[config.mk]
export PLATFORM = sky130hd
export DESIGN_NAME = adc_cmp_monitor
export DESIGN_NICKNAME = d
export VERILOG_FILES = /design/src/rtl/adc_cmp_pkg.sv /design/src/rtl/adc_cmp_match.sv /design/src/rtl/adc_cmp_track.sv /design/src/rtl/adc_cmp_unit.sv /design/src/rtl/adc_cmp_monitor.sv
export SDC_FILE = /design/constraint.sdc
export NUM_CORES = 1
export LEC_CHECK = 0
export ABC_AREA = 1
export BUFFER_PORTS_ARGS = -buffer_cell sky130_fd_sc_hd__buf_4
export CAP_MARGIN = 20
export CORE_UTILIZATION = 40
export CTS_BUF_LIST = sky130_fd_sc_hd__clkbuf_8
export DETAILED_ROUTE_END_ITERATION = 8
export GPL_TIMING_DRIVEN = 0
export HOLD_SLACK_MARGIN = 0.1
export PLACE_DENSITY = 0.69
export SYNTH_ARGS = -nofsm -noshare
export SYNTH_HDL_FRONTEND = slang
export SYNTH_SLANG_ARGS = --single-unit
export TNS_END_PERCENT = 5
[constraint.sdc]
create_clock -name clk -period 2 [get_ports clk]
set_clock_uncertainty 0.2 [all_clocks]
set_input_delay 0.3 -clock clk [delete_from_list [all_inputs] [get_ports clk]]
set_output_delay 0.3 -clock clk [all_outputs]
set_load 0.005 [all_outputs]
[src/rtl/adc_cmp_pkg.sv]
// Package: shared types for the compare monitor.
// Assumes: nothing beyond IEEE 1800-2017.
package adc_cmp_pkg;

    // Encoding of the per-unit mode bit
    typedef enum logic {
        CMP_BELOW   = 1'b0,
        CMP_AT_OVER = 1'b1
    } cmp_mode_e;

endpackage

[src/rtl/adc_cmp_match.sv]
// Module: adc_cmp_match
// Decides, in one combinational step, whether the current result belongs to
// this unit (selected) and whether it meets the unit's condition (hit).
// Assumes: res_data and cfg_limit are unsigned.
module adc_cmp_match
    import adc_cmp_pkg::*;
#(
    parameter int CH_W  = 3,
    parameter int RES_W = 12
) (
    input  logic             res_valid,
    input  logic [CH_W-1:0]  res_chan,
    input  logic [RES_W-1:0] res_data,
    input  logic [CH_W-1:0]  cfg_chan,
    input  logic             cfg_ge,
    input  logic [RES_W-1:0] cfg_limit,
    output logic             selected,
    output logic             hit
);

    cmp_mode_e mode;
    logic      below;

    // Channel filter and condition evaluation
    always_comb begin
        mode     = cmp_mode_e'(cfg_ge);
        below    = (res_data < cfg_limit);
        selected = res_valid && (res_chan == cfg_chan);
        hit      = (mode == CMP_BELOW) ? below : !below;
    end

endmodule

[src/rtl/adc_cmp_track.sv]
// Module: adc_cmp_track
// Counts consecutive hits and sets a sticky flag once the run length exceeds
// the threshold. The counter saturates at the threshold once it is reached.
// Assumes: clr is a single-cycle write-one pulse; reset is synchronous, active low.
module adc_cmp_track #(
    parameter int THR_W = 4
) (
    input  logic             clk,
    input  logic             rst_n,
    input  logic             en,
    input  logic             clr,
    input  logic             selected,
    input  logic             hit,
    input  logic [THR_W-1:0] thresh,
    output logic             flag
);

    logic [THR_W-1:0] run_cnt;
    logic             run_done;

    // Run has already reached the threshold count
    always_comb run_done = (run_cnt >= thresh);

    // Run counter and sticky flag update; clear beats everything else
    always_ff @(posedge clk) begin
        if (!rst_n) begin
            run_cnt <= '0;
            flag    <= 1'b0;
        end else if (clr) begin
            run_cnt <= '0;
            flag    <= 1'b0;
        end else if (!en) begin
            run_cnt <= '0;
        end else if (selected) begin
            if (!hit) begin
                run_cnt <= '0;
            end else if (run_done) begin
                flag <= 1'b1;
            end else begin
                run_cnt <= run_cnt + 1'b1;
            end
        end
    end

endmodule

[src/rtl/adc_cmp_unit.sv]
// Module: adc_cmp_unit
// One compare unit: channel and condition match feeding a run tracker.
// Assumes: configuration inputs are stable while results are being counted.
module adc_cmp_unit #(
    parameter int CH_W  = 3,
    parameter int RES_W = 12,
    parameter int THR_W = 4
) (
    input  logic             clk,
    input  logic             rst_n,
    input  logic             res_valid,
    input  logic [CH_W-1:0]  res_chan,
    input  logic [RES_W-1:0] res_data,
    input  logic             cfg_en,
    input  logic [CH_W-1:0]  cfg_chan,
    input  logic             cfg_ge,
    input  logic [RES_W-1:0] cfg_limit,
    input  logic [THR_W-1:0] cfg_thresh,
    input  logic             flag_clr,
    output logic             flag
);

    logic selected;
    logic hit;

    adc_cmp_match #(.CH_W(CH_W), .RES_W(RES_W)) u_match (
        .res_valid (res_valid),
        .res_chan  (res_chan),
        .res_data  (res_data),
        .cfg_chan  (cfg_chan),
        .cfg_ge    (cfg_ge),
        .cfg_limit (cfg_limit),
        .selected  (selected),
        .hit       (hit)
    );

    adc_cmp_track #(.THR_W(THR_W)) u_track (
        .clk      (clk),
        .rst_n    (rst_n),
        .en       (cfg_en),
        .clr      (flag_clr),
        .selected (selected),
        .hit      (hit),
        .thresh   (cfg_thresh),
        .flag     (flag)
    );

endmodule

[src/rtl/adc_cmp_monitor.sv]
// Module: adc_cmp_monitor (top)
// Holds NUM_UNITS independent compare units that watch the converter's result
// stream, plus the gated interrupt OR.
// Assumes: per-unit fields are packed with unit 0 in the least significant slice.
module adc_cmp_monitor #(
    parameter int NUM_UNITS = 2,
    parameter int CH_W      = 3,
    parameter int RES_W     = 12,
    parameter int THR_W     = 4
) (
    input  logic                       clk,
    input  logic                       rst_n,
    input  logic                       res_valid,
    input  logic [CH_W-1:0]            res_chan,
    input  logic [RES_W-1:0]           res_data,
    input  logic [NUM_UNITS-1:0]       cfg_en,
    input  logic [NUM_UNITS*CH_W-1:0]  cfg_chan,
    input  logic [NUM_UNITS-1:0]       cfg_ge,
    input  logic [NUM_UNITS*RES_W-1:0] cfg_limit,
    input  logic [NUM_UNITS*THR_W-1:0] cfg_thresh,
    input  logic [NUM_UNITS-1:0]       cfg_irq_en,
    input  logic [NUM_UNITS-1:0]       flag_clr,
    output logic [NUM_UNITS-1:0]       cmp_flag,
    output logic                       irq
);

    // One unit per slice of the packed configuration
    for (genvar u = 0; u < NUM_UNITS; u++) begin : g_unit
        adc_cmp_unit #(.CH_W(CH_W), .RES_W(RES_W), .THR_W(THR_W)) u_unit (
            .clk        (clk),
            .rst_n      (rst_n),
            .res_valid  (res_valid),
            .res_chan   (res_chan),
            .res_data   (res_data),
            .cfg_en     (cfg_en[u]),
            .cfg_chan   (cfg_chan[u*CH_W +: CH_W]),
            .cfg_ge     (cfg_ge[u]),
            .cfg_limit  (cfg_limit[u*RES_W +: RES_W]),
            .cfg_thresh (cfg_thresh[u*THR_W +: THR_W]),
            .flag_clr   (flag_clr[u]),
            .flag       (cmp_flag[u])
        );
    end

    // Interrupt: OR of flags gated by their enables
    always_comb irq = |(cmp_flag & cfg_irq_en);

endmodule

==> metrics <==
Cell Pwr Density=roughly 350 mW/mm2; clock latency of the later-clocked register in the worst-skew pair=230 ps; f_max=around 0.57 GHz; master of the slowest instance on the critical path=sky130_fd_sc_hd__ha_1; core region area=approximately 0.0037 mm2; count of inserted antenna diode cells=0; Syn Std Cell Area=0.001602 mm2; top post-synthesis cells by area=sky130_fd_sc_hd__ha_1 (25%), sky130_fd_sc_hd__inv_1 (13%), sky130_fd_sc_hd__dfxtp_1 (13%), sky130_fd_sc_hd__nand2_1 (11%), sky130_fd_sc_hd__nand3_1 (6.9%); number of rows created at floorplan=22; die area=approximately 0.0043 mm2; dominant cell type by area after synthesis=sky130_fd_sc_hd__ha_1; TritonCTS clock tree=built; total length of routed wires=3153 um; Vert. Die Dim=roughly 65 um; final worst hold slack=around 120 ps; number of vias in the routed layout=~1,600; RSZ-0062 raised after global routing=false; placed cell count=between 300 and 400; cell at the root of the clock tree=sky130_fd_sc_hd__clkbuf_8; floorplan die width=65.28 um; share of the clock period used by the worst path after layout=0.8778; endpoint class of the critical path=flop; gr usage total=0.1607; buffers inserted during post-CTS setup optimization=0; DR WL/cell=around 8.7 um; max-cap violations=0; leakage dissipation=~1.3 nW; area delta synth->final=38.12%; yosys warns=0; number of fill cells in the layout=a little under 400; area used by multi-input combinational logic=~0.0012 mm2; TritonCTS sink count=10; largest buffer count on any clock path=2; fraction of post-synthesis cell area in the top cell type by area=0.2500; CP Buf/Inv Count=2; CP Cell Sequence=buf_4, ha_1, nand2_2, inv_1, nand2_1, nand3_1, nor2_2, nand2_2, nand2_4, nand3_4, a21oi_1, nor2_1; Final Hold Violating Endpoints=0; Sequential cell area=approximately 200 um2; worst-case vdd ir drop=0.0004646 V; detailed-route vias per instance=4.463; number of pins exceeding their max-slew limit in the final report=0; Worst Tran Pin Value=~490 ps; fraction of final layout cells sized beyond drive strength 1=0.3131; initial core utilization=0.4278; register area share after synthesis=0.1250; top fanout value on the critical path=8; filler-free cell count of the finished design=around 360; first-pass GRT wire length=around 5600 um; most frequent CP cell=sky130_fd_sc_hd__nand2_2; number of levels the H-tree was split into=1; Final Instance Area=roughly 0.0022 mm2; required time at the endpoint of the critical path=around 1900 ps; net count after synthesis=339; post-CTS clock slew at the launch and capture registers of the worst setup and hold paths=50 ps; count of port buffers added during placement=66; vias in the first global route=1,480; First DRT Iteration DRCs=25; number of distinct library cells after synthesis=23; Pwr Total=around 770 uW; kind of cell adding the most delay to the critical path=simple AND/OR/NAND/NOR gates; number of setup violations in the final report=0; crit-path max cell delay=between 300 and 400 ps; mean post-synth cell area=between 6 and 7 um2; grt ovf=0; number of gates resized after cts=0; result of the run=completed; Detailed Place HPWL=roughly 2800 um; antenna violations before repair=0; placed inst area=~0.0022 mm2; startpoint kind of the worst setup timing path=primary input; Hold Path Class=primary input to flop; worst endpoint data arrival time=roughly 1700 ps; DRC viols=0; worst slew slack as a fraction of its limit=0.6727; TritonCTS Buffers=3; end-of-flow core utilization=0.5909; instance count of the mapped netlist=roughly 240; Top-Level Pins=67; last weighted congestion value of the routability-driven placer=between 0.8 and 0.9; count of state elements after synthesis=10; pin count of the biggest net entering global routing=10; number of flops mapped to enable cells by yosys=0; iteration count of the initial detailed-routing pass=4; top-count cell post-synth=sky130_fd_sc_hd__inv_1; Nets=410; commonest cells in the synthesized netlist=sky130_fd_sc_hd__inv_1 (55), sky130_fd_sc_hd__nand2_1 (47), sky130_fd_sc_hd__ha_1 (32); remaining number of nets flagged by the antenna check after routing=0; Critical Setup Path Class=primary input to flop; number of hold buffers added after CTS=0; most used flip-flop cell after synthesis=sky130_fd_sc_hd__dfxtp_1; async set or reset register ratio after synthesis=0; Final min period=~1800 ps
==> per-stage QoR <==
stage	TNS (ps)	worst slack (ps)
floorplan	0	238.5
global placement	0	12.43
detailed placement	-8.246	-5.371
CTS	0	236.1
global route	0	77.32
finish	0	244.4
==> tightest hold or removal path: stages <==
cell and delay (ps):
sky130_fd_sc_hd__buf_4 80, sky130_fd_sc_hd__or2_2 90, sky130_fd_sc_hd__a21oi_1 30
==> per-layer routing <==
metal	GRT usage	part of all wire	vias to the layer above
li1	-	-	907
met1	0.1952	0.47	663
met2	0.2990	0.46	39
met3	0.01910	0.059	2
met4	0.03261	0.0060	0
met5	0	0	-
==> final cells by class <==
cell class                 count  share of cell area
timing repair buffer          66              0.2240
sequential                    10             0.09050
multi-input combinational    173              0.5283
tap                           48             0.02715
clock buffer                   4             0.02489
inverter                      58             0.09842
buffer                         2            0.006787
==> report_power, final <==
group          leakage, nW  switching (mW)  total, mW  internal, mW
combinational         1.18           0.156      0.321         0.166
sequential          0.0806         0.00196      0.203         0.202
clock               0.0288          0.0743      0.247         0.173
total                 1.29           0.232      0.772         0.540
==> registers in the layout, summed over array words and instances, names as in the netlist <==
| signal | flops |
|---|---|
| g_unit.u_unit.u_track.flag | 2 |
| g_unit.u_unit.u_track.run_cnt | 8 |
==> worst paths after layout <==
kind	from	to	slack, ps	cells after the start
max	res_data[11]	g_unit[1].u_unit.u_track.run_cnt[0]	240	12
min	flag_clr[0]	g_unit[0].u_unit.u_track.flag	120	3
max reg2reg	g_unit[1].u_unit.u_track.run_cnt[1]	g_unit[1].u_unit.u_track.run_cnt[0]	260	9
min reg2reg	g_unit[1].u_unit.u_track.flag	g_unit[1].u_unit.u_track.flag	270	2
==> cell usage in the layout, fill, tap and decap left out <==
| cell type | n |
|---|---|
| sky130_fd_sc_hd__nand3_1 | 22 |
| sky130_fd_sc_hd__o22ai_1 | 1 |
| sky130_fd_sc_hd__o21ai_1 | 2 |
| sky130_fd_sc_hd__nor2_1 | 14 |
| sky130_fd_sc_hd__nor4_4 | 1 |
| sky130_fd_sc_hd__nand2_1 | 47 |
| sky130_fd_sc_hd__inv_2 | 3 |
| sky130_fd_sc_hd__nand3_4 | 4 |
| sky130_fd_sc_hd__dfxtp_1 | 10 |
| sky130_fd_sc_hd__o211ai_1 | 1 |
| sky130_fd_sc_hd__ha_1 | 32 |
| sky130_fd_sc_hd__a22o_1 | 1 |
| sky130_fd_sc_hd__nor2_2 | 6 |
| sky130_fd_sc_hd__nand2_4 | 2 |
| sky130_fd_sc_hd__nand2_2 | 7 |
| sky130_fd_sc_hd__a21oi_1 | 19 |
| sky130_fd_sc_hd__or2_2 | 2 |
| sky130_fd_sc_hd__o21bai_1 | 1 |
| sky130_fd_sc_hd__a21oi_2 | 1 |
| sky130_fd_sc_hd__nand4_1 | 4 |
| sky130_fd_sc_hd__xor2_1 | 6 |
| sky130_fd_sc_hd__inv_1 | 55 |
| sky130_fd_sc_hd__clkbuf_8 | 4 |
| sky130_fd_sc_hd__buf_4 | 68 |
==> cells by family after synthesis <==
| family | after synthesis | synth area share |
|---|---|---|
| compound gates | 26 | 0.08985 |
| xor+xnor | 6 | 0.03281 |
| fa+ha+maj | 32 | 0.2500 |
| buf+inv | 60 | 0.1453 |
| flops | 10 | 0.1250 |
| simple gates | 109 | 0.3570 |
(Power assumes the default switching activity.)
